`config.mk`:
```
export PLATFORM = sky130hd
export DESIGN_NAME = irq_coalesce_array
export DESIGN_NICKNAME = d
export VERILOG_FILES = /design/src/rtl/irq_pq_pkg.sv /design/src/rtl/irq_op_decode.sv /design/src/rtl/irq_src_cell.sv /design/src/rtl/irq_evt_queue.sv /design/src/rtl/irq_coalesce_array.sv
export SDC_FILE = /design/constraint.sdc
export NUM_CORES = 1
export LEC_CHECK = 0
export ABC_AREA = 0
export BUFFER_PORTS_ARGS = -buffer_cell sky130_fd_sc_hd__buf_2
export CAP_MARGIN = 20
export CORE_AREA = 5 5 93 95
export CTS_CLUSTER_SIZE = 25
export DETAILED_ROUTE_END_ITERATION = 8
export DIE_AREA = 0 0 98 100
export GPL_ROUTABILITY_DRIVEN = 1
export PLACE_DENSITY = 0.79
export SLEW_MARGIN = 20
export SYNTH_ARGS = -nofsm -noshare
export SYNTH_HDL_FRONTEND = slang
export SYNTH_HIERARCHICAL = 1
export SYNTH_SLANG_ARGS = --single-unit
```
`constraint.sdc`:
```
create_clock -name clk -period 12.9 [get_ports clk]
set_input_delay 3.225 -clock clk [delete_from_list [all_inputs] [get_ports clk]]
set_output_delay 3.225 -clock clk [all_outputs]
set_load 0.01 [all_outputs]
```
`src/rtl/irq_pq_pkg.sv`:
```
package irq_pq_pkg;

    typedef struct packed {
        logic p;
        logic q;
    } pq_t;

    typedef enum logic [2:0] {
        OP_NONE,
        OP_EOI,
        OP_GET,
        OP_SET,
        OP_BAD
    } op_kind_e;

    typedef struct packed {
        op_kind_e kind;
        pq_t      set_val;
    } op_t;

    typedef struct packed {
        pq_t  nxt;
        logic fire;
    } step_t;

    localparam logic [11:0] OFS_LD_EOI = 12'h000;
    localparam logic [11:0] OFS_ST_EOI = 12'h400;
    localparam logic [11:0] OFS_GET    = 12'h800;
    localparam logic [11:0] OFS_ORDER  = 12'h040;
    localparam logic [7:0]  BAD_CODE   = 8'hFF;

    function automatic op_t decode_op(input logic wr, input logic [11:0] ofs);
        op_t         r;
        logic [11:0] base;
        r.kind    = OP_BAD;
        r.set_val = '0;
        base      = ofs & ~OFS_ORDER;
        if (wr) begin
            if (ofs == OFS_ST_EOI) r.kind = OP_EOI;
        end else if (base == OFS_LD_EOI) begin
            r.kind = OP_EOI;
        end else if (base == OFS_GET) begin
            r.kind = OP_GET;
        end else if (base[11:10] == 2'b11 && base[7:0] == 8'h00) begin
            r.kind    = OP_SET;
            r.set_val = base[9:8];
        end
        return r;
    endfunction

    function automatic step_t trigger_step(input pq_t s);
        step_t r;
        r.nxt  = s;
        r.fire = 1'b0;
        case ({s.p, s.q})
            2'b00: begin r.nxt = 2'b10; r.fire = 1'b1; end
            2'b10: r.nxt = 2'b11;
            default: r.nxt = s;
        endcase
        return r;
    endfunction

    function automatic step_t eoi_step(input pq_t s);
        step_t r;
        r.nxt  = s.q ? 2'b10 : 2'b00;
        r.fire = s.q;
        return r;
    endfunction

endpackage

```
`src/rtl/irq_op_decode.sv`:
```
module irq_op_decode
    import irq_pq_pkg::*;
#(
    parameter int NUM_SRC = 12,
    parameter int IDXW    = $clog2(NUM_SRC)
) (
    input  logic               reg_valid,
    input  logic               reg_write,
    input  logic [IDXW-1:0]    reg_src,
    input  logic [11:0]        reg_offset,
    output op_t                op,
    output logic [NUM_SRC-1:0] sel,
    output logic               load_bad
);
    localparam logic [IDXW:0] SRC_LIMIT = (IDXW+1)'(NUM_SRC);

    logic in_range;
    logic changes_state;

    always_comb begin
        in_range      = {1'b0, reg_src} < SRC_LIMIT;
        op            = decode_op(reg_write, reg_offset);
        changes_state = (op.kind == OP_EOI) || (op.kind == OP_SET);
        load_bad      = !reg_write && (!in_range || op.kind == OP_BAD);
    end

    generate
        for (genvar i = 0; i < NUM_SRC; i++) begin : g_sel
            assign sel[i] = reg_valid && in_range && changes_state &&
                            (reg_src == IDXW'(i));
        end
    endgenerate

endmodule

```
`src/rtl/irq_src_cell.sv`:
```
module irq_src_cell
    import irq_pq_pkg::*;
(
    input  logic clk,
    input  logic rst,
    input  logic sel,
    input  op_t  op,
    input  logic trig,
    output pq_t  state,
    output logic fire
);
    pq_t   after_op;
    pq_t   after_trig;
    logic  op_fire;
    step_t eoi_r;
    step_t trig_r;

    always_comb begin
        after_op = state;
        op_fire  = 1'b0;
        eoi_r    = eoi_step(state);
        if (sel) begin
            case (op.kind)
                OP_EOI: begin
                    after_op = eoi_r.nxt;
                    op_fire  = eoi_r.fire;
                end
                OP_SET: after_op = op.set_val;
                default: after_op = state;
            endcase
        end
        trig_r     = trigger_step(after_op);
        after_trig = trig ? trig_r.nxt : after_op;
        fire       = op_fire | (trig & trig_r.fire);
    end

    always_ff @(posedge clk) begin
        if (rst) state <= '0;
        else     state <= after_trig;
    end

endmodule

```
`src/rtl/irq_evt_queue.sv`:
```
module irq_evt_queue #(
    parameter int NUM_SRC = 12,
    parameter int IDXW    = $clog2(NUM_SRC)
) (
    input  logic               clk,
    input  logic               rst,
    input  logic [NUM_SRC-1:0] fire,
    input  logic               evt_ready,
    output logic               evt_valid,
    output logic [IDXW-1:0]    evt_src
);
    logic [NUM_SRC-1:0] pend_q;
    logic [NUM_SRC-1:0] pend_all;
    logic [NUM_SRC-1:0] pick_mask;
    logic [IDXW-1:0]    pick_idx;
    logic               found;
    logic               load_out;

    always_comb begin
        pend_all  = pend_q | fire;
        load_out  = !evt_valid || evt_ready;
        found     = 1'b0;
        pick_idx  = '0;
        pick_mask = '0;
        for (int i = 0; i < NUM_SRC; i++) begin
            if (!found && pend_all[i]) begin
                found        = 1'b1;
                pick_idx     = IDXW'(i);
                pick_mask[i] = 1'b1;
            end
        end
    end

    always_ff @(posedge clk) begin
        if (rst) begin
            pend_q    <= '0;
            evt_valid <= 1'b0;
            evt_src   <= '0;
        end else if (load_out) begin
            evt_valid <= found;
            if (found) evt_src <= pick_idx;
            pend_q    <= pend_all & ~pick_mask;
        end else begin
            pend_q    <= pend_all;
        end
    end

endmodule

```
`src/rtl/irq_coalesce_array.sv`:
```
module irq_coalesce_array
    import irq_pq_pkg::*;
#(
    parameter int NUM_SRC = 12,
    parameter int IDXW    = $clog2(NUM_SRC)
) (
    input  logic               clk,
    input  logic               rst,
    input  logic [NUM_SRC-1:0] trig_in,
    input  logic               reg_valid,
    output logic               reg_ready,
    input  logic               reg_write,
    input  logic [IDXW-1:0]    reg_src,
    input  logic [11:0]        reg_offset,
    output logic               rsp_valid,
    output logic [63:0]        rsp_data,
    output logic               evt_valid,
    input  logic               evt_ready,
    output logic [IDXW-1:0]    evt_src
);
    op_t                op;
    logic [NUM_SRC-1:0] sel;
    logic               load_bad;
    logic [NUM_SRC-1:0] fire;
    pq_t                cur_state [NUM_SRC];
    pq_t                old_state;

    assign reg_ready = 1'b1;

    irq_op_decode #(.NUM_SRC(NUM_SRC), .IDXW(IDXW)) u_dec (
        .reg_valid (reg_valid),
        .reg_write (reg_write),
        .reg_src   (reg_src),
        .reg_offset(reg_offset),
        .op        (op),
        .sel       (sel),
        .load_bad  (load_bad)
    );

    generate
        for (genvar i = 0; i < NUM_SRC; i++) begin : g_cell
            irq_src_cell u_cell (
                .clk  (clk),
                .rst  (rst),
                .sel  (sel[i]),
                .op   (op),
                .trig (trig_in[i]),
                .state(cur_state[i]),
                .fire (fire[i])
            );
        end
    endgenerate

    irq_evt_queue #(.NUM_SRC(NUM_SRC), .IDXW(IDXW)) u_queue (
        .clk      (clk),
        .rst      (rst),
        .fire     (fire),
        .evt_ready(evt_ready),
        .evt_valid(evt_valid),
        .evt_src  (evt_src)
    );

    always_comb begin
        old_state = '0;
        for (int i = 0; i < NUM_SRC; i++) begin
            if (reg_src == IDXW'(i)) old_state = cur_state[i];
        end
    end

    always_ff @(posedge clk) begin
        if (rst) begin
            rsp_valid <= 1'b0;
            rsp_data  <= '0;
        end else begin
            rsp_valid <= reg_valid && reg_ready && !reg_write;
            if (reg_valid && reg_ready && !reg_write)
                rsp_data <= {56'd0, load_bad ? BAD_CODE : {6'd0, old_state}};
        end
    end

endmodule

```
* Yosys cells after proc, flatten, opt, wreduce, memory -nomap -nowiden
Cells that the tools add are included.
Widths: inputs -> output; s select.
** Word-level totals
- Register bits after elaboration :: 50
- Input bits :: 33
- Output and inout port bits :: 71
- Logic and storage cells :: 299
** Operators by class
- Magnitude comparators :: 1
- Eq/ne operators :: 29
- Muxes and demuxes :: 152
- Bitwise gates (word level) :: 27
- Reduce and logical (&&, ||, !) cells :: 61
** Operator list (number)
- $mux 2 :: 53
- $pmux 2 s2 :: 24
- $mux 1 :: 60
- $logic_and 1x1->1 :: 28
- $eq 2x2->1 const B :: 13
- $logic_not 2->1 :: 12
- $mux 3 :: 8
- $eq 4x3->1 const B :: 4
- $eq 4x4->1 const B :: 4
- $mux 4 :: 4
- $logic_not 1->1 :: 14
- $and 1x1->1 :: 12
- $and 12x12->12 :: 1
- $eq 12x11->1 const B :: 1
- $logic_not 12->1 :: 1
- $mux 12 :: 1
- $not 12->12 :: 1
- $or 1x1->1 :: 12
- $or 12x12->12 :: 1
- $eq 11x11->1 const B :: 1
- $eq 4x2->1 const B :: 2
- $logic_not 8->1 :: 1
- $mux 8 :: 1
- $mux 5 :: 1
- 8 further kinds :: 10

* Logic depth before layout (Yosys ltp)
Gate-level depths: netlist of the first run.
- Depth after elaboration :: 53
- Mapped depth :: 12
- Mapped depth without buffers :: 10

* Hierarchy
The synthesis of the first run kept the hierarchy.
** Modules (own cells, without submodules)
- irq_src_cell :: times used 12, cells each 20, area an instance 166.4 sq um, seq. area each 40.0 sq um
- irq_coalesce_array :: times used 1, cells each 115, area an instance 905.9 sq um, seq. area each 80.1 sq um
- irq_evt_queue :: times used 1, cells each 76, area an instance 779.5 sq um, seq. area each 340.3 sq um
- irq_op_decode :: times used 1, cells each 51, area an instance 332.8 sq um, seq. area each 0.0 sq um

* Worst setup path before layout of the first run
No wires, ideal clock.
- Path type :: input port to flip-flop
- Start point :: input port reg_offset[3]
- End point :: register u_queue.pend_q[11]
- Setup time :: 0.137 ns
- Data arrival time :: 10.348 ns
- Required time :: 12.763 ns
- Slack :: 2.415 ns
- Cell stages on the path :: 10
- Path buffers :: 1
- Cells stage by stage :: nor4_2 -> nand2_1 -> nor4b_1 -> a21oi_1 -> o22a_2 -> nor4_4 -> and3_1 -> buf_6 -> and4_4 -> a311oi_1
** RTL lines
- start, declared :: RTL line irq_coalesce_array.sv:14 : input logic [11:0] reg_offset,
- end signal, assigned :: RTL line irq_evt_queue.sv:42 : pend_q <= pend_all & ~pick_mask;
- end signal, assigned :: RTL line irq_evt_queue.sv:44 : pend_q <= pend_all;
- end, declared :: RTL line irq_evt_queue.sv:12 : logic [NUM_SRC-1:0] pend_q;

==> results of run 1 <==
-- synth_stat cells, types with 5 or more instances --
| cell | instances | area, um2 |
|---|---|---|
| buf_4 | 64 | 480 |
| nor3_1 | 29 | 145 |
| nor2b_1 | 33 | 206 |
| o32ai_1 | 24 | 210 |
| a21oi_1 | 32 | 160 |
| o21ai_0 | 17 | 85.1 |
| o22a_2 | 12 | 120 |
| nor2_1 | 32 | 120 |
| dfxtp_1 | 45 | 901 |
| inv_1 | 6 | 22.5 |
| or3b_1 | 12 | 105 |
| nand2_1 | 14 | 52.6 |
| nand2b_1 | 13 | 81.3 |
| nand4b_1 | 5 | 43.8 |
| mux2_2 | 12 | 135 |
| nand3b_1 | 12 | 90.1 |
| a211oi_1 | 31 | 233 |
| and3b_1 | 13 | 114 |
| o21bai_1 | 13 | 97.6 |
-- power by group through the flow --
stage	sequential (W)	clock (W)	combinational [W]
6_report	0.000164	0.0000867	0.0000920
5_1_grt	0.000166	0.0000956	0.000102
4_1_cts	0.000164	0.0000915	0.0000910
3_5_place_dp	0.000167	0	0.0000906
3_3_place_gp	0.000167	0	0.0000882
2_1_floorplan	0.000165	0	0.0000813
-- layout make-up --
cell class | count | area, um2 | area share (%)
sequential | 45 | 901 | 21.6
clock inverter | 2 | 10.0 | 0.240
multi-input combinational | 416 | 2790 | 66.6
tap | 102 | 128 | 3.05
clock buffer | 6 | 72.6 | 1.74
timing repair buffer | 50 | 260 | 6.23
inverter | 6 | 22.5 | 0.539
-- cell families (layout without fill, tap and decap cells) --
family | count (synthesis) | in the layout | share of synthesized area, %
and+or+nand+nor | 189 | 189 | 30.3
AOI/OAI and AO/OA | 153 | 153 | 27.7
buffers and inverters | 76 | 64 | 13.6
DFF | 45 | 45 | 22.4
muxes | 17 | 17 | 5.73
other | 2 | 57 | 0.187
-- per-stage QoR --
stage	power [W]	cells	setup slack (ps)	hold WS (ps)
after global placement	0.000255	619	6340	455
final	0.000343	627	6460	471
after detailed placement	0.000258	619	6240	452
after global routing	0.000364	627	6230	495
after CTS	0.000347	627	6530	474
after floorplan	0.000246	537	2410	477
-- worst max path at each step --
stage | from | to | slack [ps] | cells past startpoint
5_1_grt | reg_offset[3] | u_queue/evt_src[1]$_SDFFE_PP0P_ | 6230 | 11
6_report | reg_offset[3] | u_queue/pend_q[11]$_SDFF_PP0_ | 6460 | 11
3_5_place_dp | reg_offset[3] | u_queue/pend_q[11]$_SDFF_PP0_ | 6240 | 11
2_1_floorplan | reg_offset[3] | u_queue/pend_q[11]$_SDFF_PP0_ | 2410 | 10
3_3_place_gp | reg_offset[3] | u_queue/pend_q[11]$_SDFF_PP0_ | 6340 | 11
4_1_cts | reg_offset[3] | u_queue/pend_q[11]$_SDFF_PP0_ | 6530 | 11
-- worst reg2reg max path: stages (launching register included) --
cell      delay [ps]
dfxtp_1          460
nor3_1           100
o22a_2           220
nor4_4           420
and3_1           370
and4_4           280
a311oi_1          90
-- per-layer routing --
| layer | GRT usage, % | vias to the layer above |
|---|---|---|
| li1 | - | 1828 |
| met1 | 24.5 | 1749 |
| met2 | 32.6 | 141 |
| met3 | 3.82 | 18 |
| met4 | 5.43 | 0 |
| met5 | 0 | - |
-- flip-flops by register name (all words and copies together), names as in the netlist --
| name | cells |
|---|---|
| u_queue/evt_src | 4 |
| u_queue/evt_valid | 1 |
| rsp_data | 3 |
| u_queue/pend_q | 12 |
| rsp_valid | 1 |
| g_cell.u_cell/state | 24 |
-- layout by cell type, fill, tap and decap left out, types with 5 or more instances in the layout --
| master | netlist | routed |
|---|---|---|
| o21bai_1 | 13 | 13 |
| buf_2 | 0 | 46 |
| or3b_1 | 12 | 12 |
| clkbuf_8 | 0 | 5 |
| nor3_1 | 29 | 29 |
| o21ai_0 | 17 | 17 |
| o22a_2 | 12 | 12 |
| nor2b_1 | 33 | 33 |
| nand2b_1 | 13 | 13 |
| nor2_1 | 32 | 32 |
| nand2_1 | 14 | 14 |
| a211oi_1 | 31 | 31 |
| mux2_2 | 12 | 12 |
| o32ai_1 | 24 | 24 |
| nand4b_1 | 5 | 5 |
| a21oi_1 | 32 | 32 |
| inv_1 | 6 | 6 |
| and3b_1 | 13 | 13 |
| dfxtp_1 | 45 | 45 |
| conb_1 | 2 | 57 |
| nand3b_1 | 12 | 12 |
==> metrics.md, run 1 <==
| Metric | Value |
|---|---|
| First-pass GRT wire length | roughly 16 mm |
| Worst R2R Path Depth | 6 |
| Port bufs | 46 |
| Row cnt | 32 |
| Post CTS Setup Buffer Count | 0 |
| Gr ovfl total | 0 |
| Data arrival, critical path | 6570 ps |
| H-tree depth | 2 |
| M1 WL | between 4 and 5 mm |
| Internal | ~0.00023 W |
| Final hold violations | 0 |
| Worst vdd ir | 0.0573 mV |
| Final Skew | 7.16 ps |
| Post-synth EDFFs | 0 |
| Avg Cell Area, Syn | 8.33 um2 |
| Critical-path top delay cell | nor4_2 |
| WP buf/inv | 2 |
| FF+latch count, synth | 45 |
| Maximum buffer depth of the clock tree | 2 |
| Slew Viols, Final | 0 |
| Ys Warns | 6 |
| Fill cells | 730 |
| Power share of the clock group | 25.3% |
| Period minus WS final | 6440 ps |
| CP Data Required Time | about 13000 ps |
| Final net count | 557 |
| Status | finished clean |
| Switch share | around 33% |
| WL met3 | 703 um |
| Core area | 7650 um2 |
| Highest clock rate | between 150 and 200 MHz |
| RR Endpoint | u_queue/pend_q[11]$_SDFF_PP0_ |
| Gr usage total | 19.1% |
| Worst-path clk slew | 80 ps |
| Vias in the first global route | 3393 |
| Clk Latency, worst-skew pair | 290 ps |
| Metal2 WL | 4.63 mm |
| Period utilisation layout | about 50% |
| Post-synthesis sequential area ratio | 22.4% |
| Max-Cap Viols | 0 |
| CTS Buf Count | 5 |
| Clk sink count | 45 |
| Post-CTS Resized | 0 |
| Flop2flop setup slack | 10800 ps |
| Post-synthesis cell count | 482 |
| Final GP Congestion | 0.938 |
| Synth Flop Type | dfxtp_1 |
| Setup TNS | 0 ps |
| Mapped Area | 4020 um2 |
| Vias per cell | ~6.0 |
| CTS tree | yes |
| Antenna violations before repair | 0 |
| Drt pass-1 iters | 4 |
| Initial Util | a little over half |
| Critical path cell sequence | buf_2 > nor4_2 > nand2_1 > nor4b_2 > buf_4 > a21oi_1 > o22a_2 > nor4_4 > and3_1 > and4_4 > a311oi_1 |
| DR vias | 3736 |
| Worst hold path type | reg2reg |
| Final setup viols | 0 |
| Relative slew slack | 33.4% |
| Post-route cell area | 4180 um2 |
| Wirelength per Cell | 15.5 um |
| CP Launch Type | input pin |
| CP max stage delay | 570 ps |
| Die Area | about 10000 um2 |
| Sw Pwr | 0.000114 W |
| DRT antenna net count | 0 |
| Clock root cell | clkbuf_8 |
| CP Capture Type | flip-flop |
| CP Max Fanout | 60 |
| Post-DP HPWL | 6.94 mm |
| WL final | around 10 mm |
| Top delay family on crit path | simple AND/OR/NAND/NOR gates |
| Hold depth | 2 |
| Uppermost layer routed | met4 |
| Comb pwr share | 26.8% |
| Largest net degree at the start of global routing | 61 |
| Die height | 100 um |
| Critical hold path startpoint | u_queue/evt_src[1]$_SDFFE_PP0P_ |
| DRC violations left | 0 |
| First DRT Iteration DRCs | 264 |
| Number of inserted diodes | 0 |
| Share of layout cells above drive strength 1 | 18.9% |
| WHS Endpoint | u_queue/evt_src[1]$_SDFFE_PP0P_ |
| Area of placed instances | 4100 um2 |
| Reg-to-reg startpoint | g_cell[1].u_cell/state[0]$_SDFF_PP0_ |
| P_leak | about 1.7 nW |
| I/O pin count | 104 |
| RSZ-0062 raised after global routing | false |
| Async SR Flop Fraction | 0% |
| Power per Cell Area | 82.1 nW/um2 |
| CTS Hold Bufs | 0 |
| Post-synthesis cell type count | 57 |
| Worst slew pin tran | 1000 ps |
| Crit Path Category | in2reg |
| Area growth syn-to-layout | 4.08% |
| Die X | 98 um |
| Layout Utilization | ~55% |
| Seq pwr share | 47.9% |
Power figures use the tool's default switching activity.
==> run 2: changes to the inputs <==
--- a/config.mk
+++ b/config.mk
@@ -8,12 +8,12 @@
 export ABC_AREA = 0
 export BUFFER_PORTS_ARGS = -buffer_cell sky130_fd_sc_hd__buf_2
 export CAP_MARGIN = 20
-export CORE_AREA = 5 5 93 95
+export CORE_AREA = 5 5 97 99
 export CTS_CLUSTER_SIZE = 25
 export DETAILED_ROUTE_END_ITERATION = 8
-export DIE_AREA = 0 0 98 100
+export DIE_AREA = 0 0 102 104
 export GPL_ROUTABILITY_DRIVEN = 1
-export PLACE_DENSITY = 0.79
+export PLACE_DENSITY = 0.76
 export SLEW_MARGIN = 20
 export SYNTH_ARGS = -nofsm -noshare
 export SYNTH_HDL_FRONTEND = slang
==> constraint.sdc (replaced) <==
create_clock -name clk -period 5.2 [get_ports clk]
set_input_delay 1.3 -clock clk [delete_from_list [all_inputs] [get_ports clk]]
set_output_delay 1.3 -clock clk [all_outputs]
set_load 0.01 [all_outputs]
==> run 2 against run 1 <==
Net effect:
- power grew to 2.5 times the previous value
- clock-buffer cell count shrank 1
- sequential power grew 150%
- first-iteration DRC count shrank 9.1%
- clock power grew to 2.6 times the previous value
- critical path type unchanged
- critical endpoint unchanged
- highest routed layer unchanged
==> metrics.md, run 2 (synthesis results as in run 1) <==
| Metric | Value |
|---|---|
| Maximum buffer depth of the clock tree | 2 |
| Data arrival, critical path | 4690 ps |
| DRT antenna net count | 0 |
| Critical-path top delay cell | nor4_2 |
| Critical hold path startpoint | u_queue/evt_src[1]$_SDFFE_PP0P_ |
| Clk Latency, worst-skew pair | 310 ps |
| First DRT Iteration DRCs | 240 |
| Highest clock rate | around 220 MHz |
| Power per Cell Area | 204 nW/um2 |
| Met2 usage | about a third |
| Worst R2R Path Depth | 6 |
| Relative slew slack | a little under a third |
| Setup TNS | 0 ps |
| Gr ovfl total | 0 |
| Gr busiest metal | met2 |
| CP Data Required Time | 5350 ps |
| Post-CTS Resized | 0 |
| Area growth syn-to-layout | 5.30% |
| CP max stage delay | 600 ps |
| Gr usage total | 18.5% |
| WL final | slightly above 10 mm |
| Final hold violations | 0 |
| Comb pwr share | 26.9% |
| Number of flip-flops under the largest register name | 24 |
| DR vias | 3740 |
| CTS Hold Bufs | 0 |
| Final Skew | 7.07 ps |
| Regs by FF count | g_cell.u_cell/state: 24 flops, u_queue/pend_q: 12 flops, u_queue/evt_src: 4 flops |
| Worst hold path type | reg2reg |
| Worst-path clk slew | 90 ps |
| Clock root cell | clkbuf_8 |
| CP Launch Type | input pin |
| Max-Cap Viols | 0 |
| Most frequent cells in the layout | conb_1, buf_2, dfxtp_1 |
| Fill cells | 808 |
| Wirelength per Cell | between 15 and 20 um |
| First-pass GRT wire length | 16.4 mm |
| Row cnt | 34 |
| Final net count | 558 |
| Flop2flop setup slack | roughly 3000 ps |
| Final GP Congestion | 0.898 |
| Tot Pwr | 0.000864 W |
| Die height | 104 um |
| Number of inserted diodes | 0 |
| Post CTS Setup Buffer Count | 0 |
| P_leak | ~1.7 nW |
| Clk sink count | 45 |
| CTS Buf Count | 5 |
| Vias per cell | a little under 6 |
| Antenna violations before repair | 0 |
| Core area | about 8500 um2 |
| Switch share | 34.2% |
| Seq pwr share | around 47% |
| Slew Viols, Final | 0 |
| CP Capture Type | flip-flop |
| H-tree depth | 2 |
| Share of layout cells above drive strength 1 | around 19% |
| Final setup viols | 0 |
| Critical path cell sequence | buf_2 > nor4_2 > nand2_1 > a21o_1 > and3b_1 > nor3_1 > o22a_2 > nor4_4 > and3_1 > and4_4 > a311oi_1 |
| Drt pass-1 iters | 4 |
| Initial Util | 47.4% |
| WHS Endpoint | u_queue/evt_src[1]$_SDFFE_PP0P_ |
| Period minus WS final | 4540 ps |
| Top delay family on crit path | simple AND/OR/NAND/NOR gates |
| Worst vdd ir | ~0.15 mV |
| WP buf/inv | 1 |
| Die Area | 10600 um2 |
| Period utilisation layout | 87.3% |
| Largest Register | g_cell.u_cell/state |
| DRC violations left | 0 |
| Vias in the first global route | 3386 |
| Hold depth | 2 |
| Met3 Usage GRT | 2.75% |
| Sw Pwr | 0.000295 W |
| Commonest non-fill, non-tap cell in the layout | conb_1 |
| Die X | 102 um |
| CP Max Fanout | 24 |
| I/O pin count | about 100 |
| Largest net degree at the start of global routing | approximately 60 |
| Layout Utilization | 49.9% |
| CTS tree | yes |
| Met1 Resource Use GR | 24.5% |
| Post-DP HPWL | 7.35 mm |
| Internal | 0.000568 W |
| Port bufs | 46 |
| RR Endpoint | u_queue/pend_q[11]$_SDFF_PP0_ |
| CP Launch Point | reg_offset[3] |
| Crit Path Category | in2reg |
| RSZ-0062 raised after global routing | false |
| Power share of the clock group | between 20% and 30% |
| Status | finished clean |
| Reg-to-reg startpoint | g_cell[1].u_cell/state[0]$_SDFF_PP0_ |
| Worst slew pin tran | 1030 ps |
==> run 2: cell types whose count changed in the layout (fill, tap and decap cells not counted), sizes merged <==
cell / change
clkinvlp: +1
buf: +1
clkbuf: -1
==> run 2: metrics by stage <==
stage / hold WS [ps] / setup WS, ps / cells / area [um2]
finish: 469 / 659 / 634 / 4230
floorplan: 477 / 5.97 / 537 / 4240
CTS: 478 / 746 / 634 / 4230
global route: 498 / 498 / 634 / 4230
detailed placement: 462 / 416 / 626 / 4140
global placement: 447 / 617 / 626 / 4140
==> run 2: worst max-delay path by stage <==
stage	to	cells after the start
6_report	u_queue/pend_q[11]$_SDFF_PP0_	11
2_1_floorplan	u_queue/pend_q[11]$_SDFF_PP0_	10
4_1_cts	u_queue/pend_q[11]$_SDFF_PP0_	11
3_3_place_gp	u_queue/pend_q[11]$_SDFF_PP0_	11
5_1_grt	u_queue/pend_q[11]$_SDFF_PP0_	11
3_5_place_dp	u_queue/pend_q[11]$_SDFF_PP0_	11
==> run 2: per-layer routing <==
| layer | wire length (um) | vias up | share of wire [%] |
|---|---|---|---|
| met5 | 0 | - | 0 |
| met1 | 4370 | 1796 | 43 |
| met2 | 4930 | 99 | 49 |
| met4 | 113 | 0 | 1.1 |
| met3 | 699 | 10 | 6.9 |
| li1 | - | 1835 | - |
==> run 2: layout make-up <==
type | count | area (um2) | area share [%]
multi-input cells | 416 | 2800 | 66.3
flip-flops and latches | 45 | 901 | 21.3
repair buffers | 51 | 280 | 6.63
well taps | 108 | 135 | 3.20
clock buffers | 5 | 68.8 | 1.63
inverters | 6 | 22.5 | 0.533
clock inverters | 3 | 17.5 | 0.414
==> run 2: worst register-to-register path, cell delays in order, from the launching register on <==
cell and delay (ps):
dfxtp_1 470, nor3_1 100, o22a_2 220, nor4_4 430, and3_1 400, and4_4 290, a311oi_1 90
==> run 2: power groups by stage <==
stage               sequential [W]  combinational, W  clock (W)
finish                    0.000407          0.000232   0.000224
global route              0.000412          0.000258   0.000250
CTS                       0.000407          0.000230   0.000233
detailed placement        0.000415          0.000230          0
global placement          0.000413          0.000222          0
floorplan                 0.000409          0.000202          0
==> run 3: changes to the inputs <==
--- a/config.mk
+++ b/config.mk
@@ -5,13 +5,13 @@
 export SDC_FILE = /design/constraint.sdc
 export NUM_CORES = 1
 export LEC_CHECK = 0
-export ABC_AREA = 0
+export ABC_AREA = 1
 export BUFFER_PORTS_ARGS = -buffer_cell sky130_fd_sc_hd__buf_2
 export CAP_MARGIN = 20
-export CORE_AREA = 5 5 97 99
+export CORE_AREA = 5 5 95 97
 export CTS_CLUSTER_SIZE = 25
 export DETAILED_ROUTE_END_ITERATION = 8
-export DIE_AREA = 0 0 102 104
+export DIE_AREA = 0 0 100 102
 export GPL_ROUTABILITY_DRIVEN = 1
 export PLACE_DENSITY = 0.76
 export SLEW_MARGIN = 20
==> run 3 against run 2 <==
Net effect:
- non-clock buffer count decreased by 1
- global-route usage fell by 1.5 points
- worst setup slack gained 180 ps
- via count down 2.0%
- utilization decreased by 0.10 points
- synthesized area shrank 5.7%
- register-to-register slack got worse by 70 ps
- routed wire length shrank 14%
- hold slack better by 16 ps
- clock power up 5%
- critical path type unchanged
- highest routed layer unchanged
==> metrics.md, run 3 <==
| Metric | Value |
|---|---|
| DRT antenna net count | 0 |
| Post-route cell area | 4010 um2 |
| Crit Path Category | in2reg |
| Cell with the most instances after synthesis | nand2_1 |
| Area growth syn-to-layout | 5.95% |
| CP Data Required Time | 5370 ps |
| Final net count | approximately 700 |
| Period utilisation layout | 83.8% |
| Slew Viols, Final | 0 |
| Synth Flop Type | dfxtp_1 |
| Final setup viols | 0 |
| Ys Warns | 6 |
| Commonest non-fill, non-tap cell in the layout | nand2_1 |
| Layout Utilization | 49.8% |
| Port bufs | 46 |
| Comb pwr share | 26.0% |
| Initial Util | 47.0% |
| Post-synth EDFFs | 0 |
| Largest net degree at the start of global routing | 38 |
| Worst-path clk slew | approximately 90 ps |
| RSZ-0062 raised after global routing | false |
| Worst hold path type | reg2reg |
| Die X | 100 um |
| Core area | 8050 um2 |
| Status | finished clean |
| Number of flip-flops under the largest register name | 24 |
| Clk sink count | 45 |
| First DRT Iteration DRCs | roughly 260 |
| Mapped Area | 3790 um2 |
| P_leak | roughly 2.4 nW |
| Relative slew slack | 50.8% |
| Die Area | 10200 um2 |
| Most frequent cells in the layout | nand2_1, inv_1, nor2_1 |
| H-tree depth | 2 |
| Antenna violations before repair | 0 |
| Area of placed instances | 3920 um2 |
| Row cnt | 33 |
| Drt pass-1 iters | 4 |
| Gr usage total | 17.0% |
| Synth area leaders | dfxtp_1, nand2_1, buf_4 |
| Area leader, netlist | dfxtp_1 |
| Number of inserted diodes | 0 |
| Final GP Congestion | 0.922 |
| Seq pwr share | ~46% |
| Hold depth | 2 |
| Worst slew pin tran | 737 ps |
| Switch share | between 30% and 40% |
| Internal | around 0.00055 W |
| CTS Buf Count | 5 |
| Post-synthesis cell count | 623 |
| Worst R2R Path Depth | 15 |
| Post-synthesis sequential area ratio | 23.8% |
| CTS Hold Bufs | 0 |
| Vias per cell | 4.72 |
| CP Max Fanout | 13 |
| Power share of the clock group | between 20 and 30% |
| Layout Cells excl Fill | just under 800 |
| CP Capture Type | flip-flop |
| Inst Count DP | around 770 |
| Vias in the first global route | 3249 |
| CP Launch Type | input pin |
| DRC violations left | 0 |
| Die height | 102 um |
| Worst vdd ir | ~0.14 mV |
| Commonest cells in the synthesized netlist | nand2_1, inv_1, nor2_1, buf_4, dfxtp_1 |
| CTS tree | yes |
| Avg Cell Area, Syn | slightly above 6 um2 |
| Post-CTS Resized | 0 |
| Post-DP HPWL | 6.94 mm |
| Gr ovfl total | 0 |
| Maximum buffer depth of the clock tree | 2 |
| I/O pin count | ~100 |
| Hold Slack | 485 ps |
| Async SR Flop Fraction | 0% |
| Wirelength per Cell | 11.2 um |
| Regs by FF count | g_cell.u_cell/state: 24 flops, u_queue/pend_q: 12 flops, u_queue/evt_src: 4 flops |
| Power per Cell Area | 209 nW/um2 |
| Period minus WS final | approximately 4400 ps |
| Highest clock rate | 230 MHz |
| Post-synthesis cell type count | 35 |
| Setup TNS | 0 ps |
| Sw Pwr | 0.000291 W |
| Clock root cell | clkbuf_8 |
| Final Skew | roughly 4.0 ps |
| Final hold violations | 0 |
| Max-Cap Viols | 0 |
| DR vias | between 3000 and 4000 |
| Largest Register | g_cell.u_cell/state |
| Data arrival, critical path | 4530 ps |
| First-pass GRT wire length | 14.1 mm |
| WL final | 8.73 mm |
| Share of layout cells above drive strength 1 | 17.3% |
| Clk Latency, worst-skew pair | slightly above 300 ps |
| Synth top area share | 23.8% |
| Post CTS Setup Buffer Count | 0 |
| FF+latch count, synth | 45 |
## run 3: changes by cell type after synthesis, sizes merged, moves of 24 or more
cell	before	now
a211oi	31	2
inv	6	114
nand2	14	161
nand3	2	59
nor2	32	99
nor2b	33	0
o32ai	24	0
## run 3: area by class of cell
class | instances | area (um2)
Timing Repair Buffer | 50 | 260
Multi-Input combinational cell | 455 | 2200
Sequential cell | 45 | 901
Clock inverter | 2 | 13.8
Tap cell | 105 | 131
Inverter | 114 | 428
Fill cell | 821 | 4040
Clock buffer | 6 | 82.6
## run 3: power by group through the flow
| stage | clock network [W] | logic (W) | registers, W |
|---|---|---|---|
| 6_report | 0.000235 | 0.000218 | 0.000387 |
| 5_1_grt | 0.000260 | 0.000248 | 0.000391 |
| 4_1_cts | 0.000244 | 0.000216 | 0.000387 |
| 3_5_place_dp | 0 | 0.000215 | 0.000395 |
| 3_3_place_gp | 0 | 0.000210 | 0.000395 |
| 2_1_floorplan | 0 | 0.000189 | 0.000394 |
## run 3: cell families after synthesis
logic type             share of synthesized area, %
flip-flops                                     23.8
AO/OA/AOI/OAI                                  9.48
buffers and inverters                          23.8
other                                         0.198
AND/OR/NAND/NOR                                42.7
## run 3: stage by stage
stage                     total power [W]  setup WS [ps]
after floorplan                  0.000583            609
after detailed placement         0.000610            554
final                            0.000840            843
after CTS                        0.000848            876
after global routing             0.000899            536
after global placement           0.000604            795
## run 3: final timing paths
check,slack [ps],endpoint,startpoint
min reg2reg,480,u_queue/evt_src[3]$_SDFFE_PP0P_,u_queue/evt_src[3]$_SDFFE_PP0P_
max reg2reg,2980,u_queue/evt_valid$_SDFFE_PP0N_,g_cell[3].u_cell/state[0]$_SDFF_PP0_
max,840,u_queue/evt_valid$_SDFFE_PP0N_,reg_offset[1]
min,480,u_queue/evt_src[3]$_SDFFE_PP0P_,u_queue/evt_src[3]$_SDFFE_PP0P_
## run 3: metal layers
layer  track usage (%)  vias to the layer above  routed length (um)
met5                 0                        -                   0
met4              6.53                        0                 166
met3              3.28                       14                 767
met2              30.6                      126                4120
li1                  -                     1894                   -
met1              20.0                     1630                3680
## run 3: critical path, stage by stage
cell and delay (ps):
buf_2 80, nor2_1 30, nand2_1 130, nor2_4 60, nand2_4 90, nand3_4 110
and2_1 150, buf_4 190, nor2_1 540, inv_1 120, nand3_2 140, inv_1 70
nand2_1 90, nand2_1 70, nand3_1 70, nand2_1 50, nor2_1 200, nand2_2 110
nor2_4 150, nand4_4 130, nor3_2 270, nand3_2 130, o21ai_2 150, o21ai_1 90
